<file path="src/rtl/nrzi_line_coder.sv">
module nrzi_line_coder #(
  parameter int         LFSR_W   = 10,
  parameter int         TAP_LO   = 6,
  parameter logic [4:0] ESC_CODE = 5'b00010
) (
  input  logic       clk,
  input  logic       rst_n,
  input  logic       in_valid,
  input  logic [1:0] in_kind,
  input  logic [3:0] in_nibble,
  output logic       in_ready,
  output logic       line_out
);
  localparam int GRP_W = 5;
  localparam int NIB_W = 4;
  localparam int SH_W  = 2 * GRP_W;
  localparam int CNT_W = $clog2(SH_W + 1);
  localparam logic [LFSR_W-1:0] SEED = '1;

  localparam logic [1:0] K_DATA  = 2'b00;
  localparam logic [1:0] K_RESET = 2'b10;

  function automatic logic [GRP_W-1:0] enc5(input logic [NIB_W-1:0] n);
    case (n)
      4'h0: enc5 = 5'b11110;  4'h1: enc5 = 5'b01001;
      4'h2: enc5 = 5'b10100;  4'h3: enc5 = 5'b10101;
      4'h4: enc5 = 5'b01010;  4'h5: enc5 = 5'b01011;
      4'h6: enc5 = 5'b01110;  4'h7: enc5 = 5'b01111;
      4'h8: enc5 = 5'b10010;  4'h9: enc5 = 5'b10011;
      4'hA: enc5 = 5'b10110;  4'hB: enc5 = 5'b10111;
      4'hC: enc5 = 5'b11010;  4'hD: enc5 = 5'b11011;
      4'hE: enc5 = 5'b11100;  default: enc5 = 5'b11101;
    endcase
  endfunction

  logic [LFSR_W-1:0] lfsr, lfsr_nx;
  logic [NIB_W-1:0]  key;
  logic [SH_W-1:0]   shreg;
  logic [CNT_W-1:0]  rem;
  logic              accept;

  assign in_ready = (rem <= CNT_W'(1));
  assign accept   = in_valid & in_ready;

  always_comb begin
    logic [LFSR_W-1:0] s;
    logic kb;
    s = lfsr;
    key = '0;
    for (int i = 0; i < NIB_W; i++) begin
      kb = s[LFSR_W-1] ^ s[TAP_LO];
      key[NIB_W-1-i] = kb;
      s = {s[LFSR_W-2:0], kb};
    end
    lfsr_nx = s;
  end

  always_ff @(posedge clk or negedge rst_n) begin
    if (!rst_n) begin
      lfsr     <= SEED;
      shreg    <= '0;
      rem      <= '0;
      line_out <= 1'b0;
    end else begin
      if (rem != '0) line_out <= line_out ^ shreg[SH_W-1];
      if (accept) begin
        if (in_kind == K_DATA) begin
          shreg <= {enc5(in_nibble ^ key), {GRP_W{1'b0}}};
          rem   <= CNT_W'(GRP_W);
          lfsr  <= lfsr_nx;
        end else if (in_kind == K_RESET) begin
          shreg <= {ESC_CODE, ESC_CODE};
          rem   <= CNT_W'(SH_W);
          lfsr  <= SEED;
        end else begin
          shreg <= {ESC_CODE, enc5(in_nibble)};
          rem   <= CNT_W'(SH_W);
        end
      end else if (rem != '0) begin
        shreg <= {shreg[SH_W-2:0], 1'b0};
        rem   <= rem - CNT_W'(1);
      end
    end
  end

  p_gen_nonzero_r3: assert property (@(posedge clk) disable iff (!rst_n)
    lfsr != '0);

  p_cmd_holds_gen_r6: assert property (@(posedge clk) disable iff (!rst_n)
    (accept && in_kind[0]) |=> $stable(lfsr));

  p_reseed_r5: assert property (@(posedge clk) disable iff (!rst_n)
    (accept && in_kind == K_RESET) |=> (lfsr == SEED));

  p_idle_hold_r7: assert property (@(posedge clk) disable iff (!rst_n)
    (rem == '0) |=> $stable(line_out));

  p_busy_ignore_r8: assert property (@(posedge clk) disable iff (!rst_n)
    (in_valid && !in_ready) |=> (rem == $past(rem) - CNT_W'(1)));

  p_count_bound_r8: assert property (@(posedge clk) disable iff (!rst_n)
    rem <= CNT_W'(SH_W));
endmodule

</file>
<file path="config.mk">
export PLATFORM = sky130hd
export DESIGN_NAME = nrzi_line_coder
export DESIGN_NICKNAME = d
export VERILOG_FILES = /design/src/rtl/nrzi_line_coder.sv
export SDC_FILE = /design/constraint.sdc
export NUM_CORES = 1
export LEC_CHECK = 0
export ABC_AREA = 1
export BUFFER_PORTS_ARGS = -buffer_cell sky130_fd_sc_hd__buf_2
export CAP_MARGIN = 10
export CORE_ASPECT_RATIO = 2
export CORE_UTILIZATION = 30
export DETAILED_ROUTE_END_ITERATION = 8
export PLACE_DENSITY = 0.5
export SLEW_MARGIN = 25
export SYNTH_ARGS = -nofsm -noshare
export SYNTH_HDL_FRONTEND = slang
export SYNTH_SLANG_ARGS = --single-unit
</file>
<file path="constraint.sdc">
create_clock -name clk -period 1.55 [get_ports clk]
set_clock_uncertainty 0.05 [all_clocks]
set_input_delay 0.2325 -clock clk [delete_from_list [all_inputs] [get_ports clk]]
set_output_delay 0.2325 -clock clk [all_outputs]
set_load 0.01 [all_outputs]
</file>
==> key figures <==
STA
  • Worst slew pin tran: between 500 and 600 ps
  • Post-route minimum period: 1550 ps
  • Tcrit/Tclk final: 99.8%
  • # setup viols final: 0
  • Final count of pins violating max slew: 0
  • Achievable Freq: approximately 0.65 GHz
  • Min Hold Slack: between 200 and 250 ps
  • RSZ-0062 raised after global routing: true
  • Final hold viol count: 0
  • Max-Slew Margin vs Limit: 62.8%

Yosys
  • Distinct cell type count after synthesis: 28
  • Most used DFF post-synth: dfrtp_1
  • Post-synthesis cell count: between 150 and 200
  • Synth top area share: 26.7%
  • Cell area after synthesis: 1400 µm²
  • Ys async rst share: 100%
  • Syn_area_per_cell: 8.07 µm²
  • Most numerous cell in the Yosys netlist: nand2_1
  • EDFF count, synth: 0
  • Flops & latches, synth: 25
  • Synth top area cells: dfrtp_1, dfstp_2, nand2_1, inv_1, a21oi_1
  • Yosys top cell by area: dfrtp_1
  • Syn nets: around 190
  • Seq/Total Area, Yosys: 45.5%
  • Most common library cells after synthesis: nand2_1, inv_1, a21oi_1
  • Synthesis Warnings: 0

Clock tree
  • Clk sinks: 25
  • Longest Clk Path Bufs: 2
  • CTS Buf Count: 3
  • Htree depth: 1
  • Root Driver: clkbuf_8
  • Clk slew on worst S/H paths: roughly 90 ps
  • Clock Latency Late Sink: 270 ps
  • CTS tree: yes

Power and ir drop
  • Power Dens Cells: roughly 1700 nW/µm²
  • Combinational share of power: about half
  • Pint: 0.00174 W
  • Net load switching power: around 0.0012 W
  • Net Sw Frac: ~41%
  • Leakage power: between 0.8 and 0.9 nW
  • Sequential fraction of design power: about two fifths
  • Clk pwr share: 13.3%
  • Worst IR drop on VDD: roughly 0.00065 V

GRT
  • GR met2 Demand/Resource: between 20 and 30%
  • Vias in the first global route: 1,230
  • GR met3 Demand/Resource: around 2%
  • First-pass GRT wire length: approximately 5.6 mm
  • GRT busiest layer: met2
  • Initial antenna violation count: 0
  • Largest net degree at the start of global routing: 26
  • Gr usage total: approximately 15%
  • Met1 usage: around 16%
  • GRT Residual Overflow: 0

Floorplan
  • FP Rows: 34
  • Die area: 4970 µm²
  • Top Ports: 11
  • DIE HEIGHT: roughly 99 µm
  • Chip width: between 50 and 60 µm
  • Core ar.: roughly 4400 µm²
  • Initial Util: between 30% and 40%

Worst setup path
  • Cell count of the worst reg-to-reg path: 8
  • Element type at the critical path end: primary output
  • Worst endpoint required time: between 1000 and 1500 ps
  • Crit path max fanout: 3
  • Critical path arrival: between 1000 and 1500 ps
  • CP startpoint kind: register
  • Critical path type: register to primary output

Route
  • Vias: approximately 1,200
  • DR pass1 iterations: 4
  • Drt total wl: roughly 3.5 mm
  • DRT antenna net count: 0
  • DR WL/cell: 14.1 µm
  • DRT iter0 DRCs: 16
  • Drt drc: 0
  • Vias per cell: between 4 and 5

Min path
  • HP Class: primary input to register
  • Hold Crit Depth: 3

Final layout
  • Nets@finish: approximately 210
  • Finished Layout Cells: 248
  • ANT cells: 0
  • Final Cell Area: between 1500 and 2000 µm²
  • Layout cell share with drive strength beyond 1: between 30 and 40%
  • Synth-to-layout area growth: 21.9%

Placement
  • RePlAce Congestion: ~0.84
  • DP Cell Count: 242
  • Post-DP HPWL: about 2.7 mm
  • Count of port buffers added during placement: 10
  • Post-DP Area: 1560 µm²

Outcome
  • Status: complete, no violations

Run
  • Max-cap violation count: 0
[cells in the final DEF (no fill, tap or decap), types with 4 or more instances in the layout]
master,instances
nor2_1,11
inv_2,5
buf_4,8
a21oi_2,4
nand2_1,40
dfstp_2,10
nand3_1,10
nand2_4,4
a22oi_2,4
o21ai_1,4
dfrtp_1,15
a21oi_1,14
o21ai_0,6
inv_1,20
a22oi_1,4
buf_2,9
[critical path, stage by stage, from the launching register on]
cell	delay (ps)
dfrtp_1	400
inv_2	90
ha_1	160
nand3_2	100
nand2_4	130
buf_6	110
[layer usage]
metal,up-vias,share of wire [%]
met5,-,0
met4,0,1.6
met3,5,1.9
met2,17,59
met1,576,37
li1,611,-
[area by class of cell]
type / instances / area, µm²
inverters: 26 / 98.8
fillers: 466 / 2710
multi-input cells: 119 / 716
well taps: 54 / 67.6
flip-flops and latches: 25 / 638
clock buffers: 4 / 45.0
repair buffers: 20 / 146
[timing repair]
action / 4_1_cts / 5_1_grt
pin swaps: 1 / 1
resized for setup: 6 / 16
hold endpoints to repair: 15 / 0
endpoints found under the setup margin: 17 / 20
hold buffers: 1 / 0
setup buffers: 0 / 1
[sequential cells by signal, summed over array words and instances, names as in the netlist]
signal / cells
rem: 4
lfsr: 10
line_out: 1
shreg: 10
[worst paths after layout]
kind	start	end	slack [ps]
max	rem[1]	in_ready	3
min	in_nibble[1]	shreg[2]	200
max reg2reg	rem[1]	lfsr[2]	30
min reg2reg	line_out	line_out	420
max in group asynchronous	rst_n	lfsr[3]	650
min in group asynchronous	rst_n	rem[3]	430
[logic make-up after synthesis]
family	count (synthesis)	synth area share [%]
simple gates	72	23.6
compound gates	43	18.4
buf+inv	30	9.54
flops	25	45.5
xor+xnor	2	1.25
fa+ha+maj	2	1.78
[power by group through the flow]
| stage | logic [W] | registers, W | clock network [W] |
|---|---|---|---|
| final | 0.00143 | 0.00113 | 0.000392 |
| after CTS | 0.00133 | 0.00113 | 0.000406 |
| after floorplan | 0.000920 | 0.00110 | 0 |
| after global routing | 0.00159 | 0.00116 | 0.000434 |
| after detailed placement | 0.00127 | 0.00114 | 0 |
| after global placement | 0.00124 | 0.00113 | 0 |
[through the flow]
| stage | power [W] | worst slack [ps] | TNS, ps | util, % |
|---|---|---|---|---|
| 3_3_place_gp | 0.00237 | -11.2 | -11.2 | 35.2 |
| 4_1_cts | 0.00286 | 6.11 | 0 | 37.0 |
| 6_report | 0.00295 | 2.59 | 0 | 38.7 |
| 5_1_grt | 0.00319 | -51.6 | -507 | 38.7 |
| 3_5_place_dp | 0.00240 | -56.6 | -139 | 35.2 |
| 2_1_floorplan | 0.00202 | 25.5 | 0 | - |
No activity file was read; power rests on OpenSTA's default activity.
